===== config.mk =====
export PLATFORM = sky130hd
export DESIGN_NAME = pll_mode_sequencer
export DESIGN_NICKNAME = d
export VERILOG_FILES = /design/src/rtl/pms_pkg.sv /design/src/rtl/pms_limits.sv /design/src/rtl/pms_encode.sv /design/src/rtl/pms_timer.sv /design/src/rtl/pll_mode_sequencer.sv
export SDC_FILE = /design/constraint.sdc
export NUM_CORES = 2
export LEC_CHECK = 0
export ABC_AREA = 1
export BUFFER_PORTS_ARGS = -buffer_cell sky130_fd_sc_hd__buf_4
export CAP_MARGIN = 15
export CORE_MARGIN = 1
export CORE_UTILIZATION = 55
export DETAILED_ROUTE_END_ITERATION = 10
export GPL_ROUTABILITY_DRIVEN = 0
export PLACE_DENSITY = 0.74
export RECOVER_POWER = 25
export SLEW_MARGIN = 0
export SYNTH_ARGS = -nofsm -noshare
export SYNTH_HDL_FRONTEND = slang
export SYNTH_HIERARCHICAL = 1
export SYNTH_SLANG_ARGS = --single-unit

===== constraint.sdc =====
create_clock -name clk -period 58.9 [get_ports clk]
set_input_delay 11.78 -clock clk [delete_from_list [all_inputs] [get_ports clk]]
set_output_delay 11.78 -clock clk [all_outputs]
set_load 0.01 [all_outputs]

===== src/rtl/pms_pkg.sv =====
package pms_pkg;

  typedef enum logic [3:0] {
    S_IDLE, S_CHECK, S_WR_OSC, S_WR_SRC, S_POLL_OSC, S_POLL_EXT,
    S_WR_MON, S_WR_PDIV, S_WR_MULT, S_POLL_PSEL, S_POLL_LOCK,
    S_WR_ENG, S_POLL_ENG
  } seq_state_t;

  // register selector values seen on the write port
  localparam logic [1:0] REG_SRC  = 2'd0;
  localparam logic [1:0] REG_OSC  = 2'd1;
  localparam logic [1:0] REG_PDIV = 2'd2;
  localparam logic [1:0] REG_PLL  = 2'd3;

  localparam logic [7:0] SRC_RESET = 8'h04;

  localparam int unsigned F_EXT_MAX  = 50_000_000;
  localparam int unsigned F_XTAL_MIN = 3_000_000;
  localparam int unsigned F_XTAL_MAX = 32_000_000;
  localparam int unsigned F_REF_MIN  = 2_000_000;
  localparam int unsigned F_REF_MAX  = 4_000_000;
  localparam int unsigned F_PLL_MIN  = 48_000_000;
  localparam int unsigned F_PLL_MAX  = 100_000_000;

  localparam logic [7:0] ERR_NONE   = 8'h00;
  localparam logic [7:0] ERR_MODE   = 8'h01;
  localparam logic [7:0] ERR_FEXT   = 8'h21;
  localparam logic [7:0] ERR_FXTAL  = 8'h22;
  localparam logic [7:0] ERR_OSC    = 8'h23;
  localparam logic [7:0] ERR_EXTSEL = 8'h1A;
  localparam logic [7:0] ERR_PLLSEL = 8'h16;
  localparam logic [7:0] ERR_ENG    = 8'h1B;
  localparam logic [7:0] ERR_PDIV   = 8'h41;
  localparam logic [7:0] ERR_MULT   = 8'h42;
  localparam logic [7:0] ERR_FREF   = 8'h43;
  localparam logic [7:0] ERR_LOCK   = 8'h44;
  localparam logic [7:0] ERR_FPLL   = 8'h45;

endpackage


===== src/rtl/pms_limits.sv =====
// Ordered range checks on a captured request; first failure wins.
module pms_limits
  import pms_pkg::*;
#(
  parameter int FREQ_W = 32
) (
  input  logic [FREQ_W-1:0] freq,
  input  logic              xtal,
  input  logic [7:0]        pdiv,
  input  logic [7:0]        mult,
  input  logic              mode_ok,
  output logic [7:0]        err
);
  localparam int PW = FREQ_W + 8;

  logic [PW-1:0] f_x, pd_x, fm;

  assign f_x  = PW'(freq);
  assign pd_x = PW'(pdiv);
  assign fm   = f_x * PW'(mult);

  // divider-free checks: scale the limits by the pre-divider instead
  always_comb begin
    err = ERR_NONE;
    if (!mode_ok)
      err = ERR_MODE;
    else if (f_x > PW'(F_EXT_MAX))
      err = ERR_FEXT;
    else if (xtal && (f_x < PW'(F_XTAL_MIN) || f_x > PW'(F_XTAL_MAX)))
      err = ERR_FXTAL;
    else if (pdiv < 8'd1 || pdiv > 8'd25)
      err = ERR_PDIV;
    else if (mult < 8'd24 || mult > 8'd55)
      err = ERR_MULT;
    else if (f_x < PW'(F_REF_MIN) * pd_x || f_x > PW'(F_REF_MAX) * pd_x)
      err = ERR_FREF;
    else if (fm < PW'(F_PLL_MIN) * pd_x || fm > PW'(F_PLL_MAX) * pd_x)
      err = ERR_FPLL;
  end
endmodule


===== src/rtl/pms_encode.sv =====
// Field encodings derived from the request, and the final frequency.
module pms_encode #(
  parameter int FREQ_W = 32
) (
  input  logic [FREQ_W-1:0] freq,
  input  logic [7:0]        pdiv,
  input  logic [7:0]        mult,
  input  logic [4:0]        pdiv_fld,
  input  logic [4:0]        mult_fld,
  output logic [1:0]        range,
  output logic [2:0]        fll_div,
  output logic [4:0]        pdiv_code,
  output logic [4:0]        mult_code,
  output logic [FREQ_W-1:0] out_freq
);
  logic [5:0] pd_val, mu_val;

  assign range     = (freq <= FREQ_W'(3_000_000)) ? 2'd1 : 2'd2;
  assign pdiv_code = pdiv[4:0] - 5'd1;
  assign mult_code = 5'(mult - 8'd24);

  always_comb begin
    if      (freq <= FREQ_W'(1_250_000))  fll_div = 3'd0;
    else if (freq <= FREQ_W'(2_500_000))  fll_div = 3'd1;
    else if (freq <= FREQ_W'(5_000_000))  fll_div = 3'd2;
    else if (freq <= FREQ_W'(10_000_000)) fll_div = 3'd3;
    else if (freq <= FREQ_W'(20_000_000)) fll_div = 3'd4;
    else                                  fll_div = 3'd5;
  end

  // result rebuilt from the field values actually written
  assign pd_val   = {1'b0, pdiv_fld} + 6'd1;
  assign mu_val   = {1'b0, mult_fld} + 6'd24;
  assign out_freq = (freq / FREQ_W'(pd_val)) * FREQ_W'(mu_val);
endmodule


===== src/rtl/pms_timer.sv =====
// Poll attempt counter; restarts whenever the sequencer changes state.
module pms_timer #(
  parameter int CNT_W = 14
) (
  input  logic             clk,
  input  logic             rst_n,
  input  logic             run,
  input  logic             restart,
  input  logic [CNT_W-1:0] limit,
  output logic             last
);
  logic [CNT_W-1:0] cnt;

  always_ff @(posedge clk or negedge rst_n) begin
    if (!rst_n)                cnt <= '0;
    else if (restart || !run)  cnt <= '0;
    else                       cnt <= cnt + 1'b1;
  end

  assign last = run && (cnt == limit - 1'b1);
endmodule


===== src/rtl/pll_mode_sequencer.sv =====
module pll_mode_sequencer
  import pms_pkg::*;
#(
  parameter int FREQ_W     = 32,
  parameter int OSC_POLLS  = 10000,
  parameter int STEP_POLLS = 2000
) (
  input  logic              clk,
  input  logic              rst_n,
  input  logic              req_valid,
  output logic              req_ready,
  input  logic [FREQ_W-1:0] req_freq,
  input  logic [7:0]        req_gain,
  input  logic              req_xtal,
  input  logic [7:0]        req_pdiv,
  input  logic [7:0]        req_mult,
  input  logic              req_engage,
  input  logic [1:0]        st_clk,
  input  logic              st_iref,
  input  logic              st_pllsel,
  input  logic              st_osc_ready,
  input  logic              st_lock,
  output logic              wr_en,
  output logic [1:0]        wr_sel,
  output logic [7:0]        wr_data,
  output logic              done,
  output logic              res_ok,
  output logic              res_err,
  output logic [7:0]        res_code,
  output logic [FREQ_W-1:0] res_freq
);
  localparam int MAX_POLLS = (OSC_POLLS > STEP_POLLS) ? OSC_POLLS : STEP_POLLS;
  localparam int CNT_W     = $clog2(MAX_POLLS + 1);

  seq_state_t st, nxt;

  logic [FREQ_W-1:0] f_q;
  logic              gain_q, xtal_q, eng_q;
  logic [7:0]        pd_q, mu_q;
  logic [7:0]        sh_src, sh_osc, sh_pdiv, sh_pll;

  logic [7:0]        chk_err;
  logic [1:0]        range;
  logic [2:0]        fll_div;
  logic [4:0]        pd_code, mu_code;
  logic [FREQ_W-1:0] fin_freq;
  logic              poll_run, poll_last;
  logic [CNT_W-1:0]  poll_lim;
  logic              fin_ok, fin_err;
  logic [7:0]        fin_code;

  pms_limits #(.FREQ_W(FREQ_W)) u_limits (
    .freq(f_q), .xtal(xtal_q), .pdiv(pd_q), .mult(mu_q),
    .mode_ok(st_clk == 2'd0 && st_iref && !st_pllsel),
    .err(chk_err)
  );

  pms_encode #(.FREQ_W(FREQ_W)) u_encode (
    .freq(f_q), .pdiv(pd_q), .mult(mu_q),
    .pdiv_fld(sh_pdiv[4:0]), .mult_fld(sh_pll[4:0]),
    .range(range), .fll_div(fll_div), .pdiv_code(pd_code),
    .mult_code(mu_code), .out_freq(fin_freq)
  );

  pms_timer #(.CNT_W(CNT_W)) u_timer (
    .clk(clk), .rst_n(rst_n), .run(poll_run), .restart(nxt != st),
    .limit(poll_lim), .last(poll_last)
  );

  assign req_ready = (st == S_IDLE);

  always_comb begin
    nxt      = st;
    wr_en    = 1'b0;
    wr_sel   = REG_SRC;
    wr_data  = 8'h00;
    poll_run = 1'b0;
    poll_lim = CNT_W'(STEP_POLLS);
    fin_ok   = 1'b0;
    fin_err  = 1'b0;
    fin_code = ERR_NONE;
    case (st)
      S_IDLE:  if (req_valid) nxt = S_CHECK;
      S_CHECK: begin
        if (chk_err != ERR_NONE) begin fin_err = 1'b1; fin_code = chk_err; end
        else nxt = S_WR_OSC;
      end
      S_WR_OSC: begin
        wr_en = 1'b1; wr_sel = REG_OSC;
        wr_data = {sh_osc[7:6], range, gain_q, xtal_q, sh_osc[1:0]};
        nxt = S_WR_SRC;
      end
      S_WR_SRC: begin
        wr_en = 1'b1; wr_sel = REG_SRC;
        wr_data = {2'd2, fll_div, 1'b0, sh_src[1:0]};
        nxt = xtal_q ? S_POLL_OSC : S_POLL_EXT;
      end
      S_POLL_OSC: begin
        poll_run = 1'b1; poll_lim = CNT_W'(OSC_POLLS);
        if (st_osc_ready) nxt = S_POLL_EXT;
        else if (poll_last) begin fin_err = 1'b1; fin_code = ERR_OSC; end
      end
      S_POLL_EXT: begin
        poll_run = 1'b1;
        if (st_clk == 2'd2) nxt = S_WR_MON;
        else if (poll_last) begin fin_err = 1'b1; fin_code = ERR_EXTSEL; end
      end
      S_WR_MON: begin
        wr_en = 1'b1; wr_sel = REG_PLL; wr_data = sh_pll | 8'h20;
        nxt = S_WR_PDIV;
      end
      S_WR_PDIV: begin
        wr_en = 1'b1; wr_sel = REG_PDIV; wr_data = {sh_pdiv[7:5], pd_code};
        nxt = S_WR_MULT;
      end
      S_WR_MULT: begin
        wr_en = 1'b1; wr_sel = REG_PLL; wr_data = {1'b1, sh_pll[6:5], mu_code};
        nxt = S_POLL_PSEL;
      end
      S_POLL_PSEL: begin
        poll_run = 1'b1;
        if (st_pllsel) nxt = S_POLL_LOCK;
        else if (poll_last) begin fin_err = 1'b1; fin_code = ERR_PLLSEL; end
      end
      S_POLL_LOCK: begin
        poll_run = 1'b1;
        if (st_lock) begin
          if (eng_q) nxt = S_WR_ENG;
          else fin_ok = 1'b1;
        end else if (poll_last) begin fin_err = 1'b1; fin_code = ERR_LOCK; end
      end
      S_WR_ENG: begin
        wr_en = 1'b1; wr_sel = REG_SRC; wr_data = {2'd0, sh_src[5:0]};
        nxt = S_POLL_ENG;
      end
      S_POLL_ENG: begin
        poll_run = 1'b1;
        if (st_clk == 2'd3) fin_ok = 1'b1;
        else if (poll_last) begin fin_err = 1'b1; fin_code = ERR_ENG; end
      end
      default: nxt = S_IDLE;
    endcase
    if (fin_ok || fin_err) nxt = S_IDLE;
  end

  always_ff @(posedge clk or negedge rst_n) begin
    if (!rst_n) begin
      st <= S_IDLE;
      f_q <= '0; gain_q <= 1'b0; xtal_q <= 1'b0; eng_q <= 1'b0;
      pd_q <= '0; mu_q <= '0;
    end else begin
      st <= nxt;
      if (st == S_IDLE && req_valid) begin
        f_q    <= req_freq;
        gain_q <= |req_gain;
        xtal_q <= req_xtal;
        pd_q   <= req_pdiv;
        mu_q   <= req_mult;
        eng_q  <= req_engage;
      end
    end
  end

  // shadow copies for read-modify-write
  always_ff @(posedge clk or negedge rst_n) begin
    if (!rst_n) begin
      sh_src <= SRC_RESET; sh_osc <= '0; sh_pdiv <= '0; sh_pll <= '0;
    end else if (wr_en) begin
      case (wr_sel)
        REG_SRC:  sh_src  <= wr_data;
        REG_OSC:  sh_osc  <= wr_data;
        REG_PDIV: sh_pdiv <= wr_data;
        default:  sh_pll  <= wr_data;
      endcase
    end
  end

  always_ff @(posedge clk or negedge rst_n) begin
    if (!rst_n) begin
      done <= 1'b0; res_ok <= 1'b0; res_err <= 1'b0;
      res_code <= '0; res_freq <= '0;
    end else begin
      done    <= fin_ok | fin_err;
      res_ok  <= fin_ok;
      res_err <= fin_err;
      if (fin_ok || fin_err) begin
        res_code <= fin_code;
        res_freq <= fin_ok ? fin_freq : '0;
      end
    end
  end
endmodule


==> results_dict.tcl <==
set metrics [dict create \
    grt_start_max_net_pins 79 \
    slew_violations 79 \
    crit_slowest_cell "fa_1" \
    areaGrowthSynthToFinish_pct 9.99 \
    fill_cells 9177 \
    die_x_um 319 \
    worstPathMaxFanout 10 \
    vias_per_cell 5.67 \
    endpoint_kind "register" \
    clock_latency_ns 0.51 \
    cts.path.max_buffers 2 \
    cts_buffers 17 \
    fin_skew_ns 0.0312 \
    first_global_vias 55261 \
    cp_common_cell "nand2_1" \
    drt-initial-drc-count 6272 \
    wl_um 180000 \
    final_util_pct 61.4 \
    wl_per_cell_um 17.5 \
    syn_inst 8660 \
    worstHoldPathType "register to register" \
    synth_area_leader_cell "nand2_1" \
    antenna_cells 0 \
    ant_nets 0 \
    ioPinCount 122 \
    worst-slew-pin-transition_ns 4.87 \
    ys_async_sr_fraction_pct 100 \
    min_path_cells 0 \
    synth_top_area_share_pct 16.1 \
    dpl_cell_area_um2 58100 \
    finalCriticalPeriod_ns 55.83 \
    outcome "finished with violations" \
    critPathTopFamily "simple AND/OR/NAND/NOR gates" \
    fp.dieH_um 319 \
    synth.top_cells.by_area "nand2_1, fa_1, ha_1" \
    core_area_um2 98900 \
    slew_headroom_pct -225 \
    antenna_found_initial 4 \
    initial_utilization_pct 55.8 \
    multi_input_area_um2 45000 \
    die-area_um2 102000 \
    cp_num_buf_inv 56 \
    ys.flop_type "dfrtp_1" \
    final_area_um2 60700 \
    synthDistinctLibCells 90 \
    tns_ns 0 \
    h-tree-depth 4 \
    synth_edf_count 0 \
    setup_viol 0 \
    ff_latch_area_um2 3460 \
    cp-start-kind "register" \
    hold_violations 0 \
    grtUsageTotal_pct 34.3 \
    clk_pin_slew_worst_paths_ns 0.08 \
    rows 115 \
    dpl.hpwl_um 142000 \
    tritoncts "yes" \
    max_freq_mhz 17.9 \
    dr_total_vias 58107 \
    numClockSinks 138 \
    crit_required_ns 59.28 \
    first_pass_iters 9 \
    cts-root-buf "clkbuf_16" \
    drive_gt1_share_pct 16.8 \
    final_cell_mix "nand2_1, inv_1, nor2_1" \
    synth-seq-cells 138 \
    grt_remaining_overflow 0 \
    ys_warn_count 6 \
    grt_first_pass_wirelength_um 283000 \
    period_share_pct 94.8 \
    hold_buffers 0 \
    r2r_cells 425 \
    cp.depth 425 \
    nets 9908 \
    arrival_ns 56.21 \
    drc 0 \
    cap_violations 1 \
    io_buffer_count 121 \
    netlist_area_um2 55200 \
    violations "max-capacitance violations, max-slew violations" \
    final_common_cell "nand2_1" \
    syn_area_per_cell_um2 6.37 \
    yosysSeqAreaShare_pct 6.26 \
    crit_type "register to register" \
    max_stage_delay_ns 0.54 \
]
## cell type report
type / count / area share (%)
clock buffer: 20 / 0.753
clock inverter: 12 / 0.247
inverter: 1716 / 10.8
multi-input combinational: 6630 / 74.2
sequential: 138 / 5.70
tap: 1287 / 2.65
timing repair buffer: 450 / 5.61
timing repair inverter: 2 / 0.0227
## kinds of logic after synthesis
kind of cell	after synthesis	share of synthesized area (%)
other cells	3	0.0204
buf+inv	1936	14.5
simple gates	4592	40.5
xor+xnor	287	4.56
compound gates	818	8.92
fa+ha+maj	886	25.2
flops	138	6.26
## layer usage
metal	wire [um]	track usage, %	vias to the layer above
met4	10200	17.1	8
met1	72500	44.1	26832
met3	17400	6.02	622
met2	79600	55.1	2895
met5	48	0	-
li1	-	-	27750
## what timing repair did
action	4_1_cts	5_1_grt
gates cloned	6	5
setup endpoints to repair	22	32
setup buffers	18	117
pin swaps	16	149
resized for setup	16	233
## final timing paths
check                           startpoint      endpoint  slack, ns
worst max-delay path            sh_pdiv[0]  res_freq[31]       3.07
worst min-delay path             sh_osc[0]     sh_osc[0]       0.38
worst max register to register  sh_pdiv[0]  res_freq[31]       3.07
worst min register to register   sh_osc[0]     sh_osc[0]       0.38
max in group asynchronous            rst_n    sh_pdiv[0]      43.02
min in group asynchronous            rst_n        res_ok      13.04
## cell usage after synthesis (48+ instances only)
| library cell | n |
|---|---|
| nand3b_1 | 48 |
| nor3_1 | 72 |
| clkbuf_1 | 127 |
| o21ai_0 | 233 |
| nand2_2 | 179 |
| fa_1 | 376 |
| nor2_2 | 134 |
| nand3_1 | 535 |
| nand3_2 | 162 |
| inv_1 | 1593 |
| xor2_1 | 194 |
| inv_2 | 73 |
| nor2_1 | 641 |
| dfrtp_1 | 137 |
| nor2_4 | 63 |
| nand4_1 | 208 |
| nand2_4 | 54 |
| a21oi_1 | 289 |
| xnor2_1 | 93 |
| nand2_1 | 2363 |
| ha_1 | 510 |
## stage by stage
step           std cells  hold slack (ns)  worst slack, ns
2_1_floorplan       8695            0.428           0.0120
3_3_place_gp       10077            0.365           -0.110
3_5_place_dp       10077            0.366            -2.43
4_1_cts            10133            0.381           0.0204
5_1_grt            10255            0.388            -1.13
6_report           10255            0.378             3.07
## sequential cells by signal, indices dropped and copies added (netlist names), 8 cells and up
signal / cells
pd_q: 8
mu_q: 8
res_code: 8
f_q: 32
u_timer/cnt: 14
res_freq: 32
sh_pll: 8
sh_pdiv: 8
Power is not shown: default switching activity piles up to over one toggle a cycle in this logic, so the estimate is an artifact.
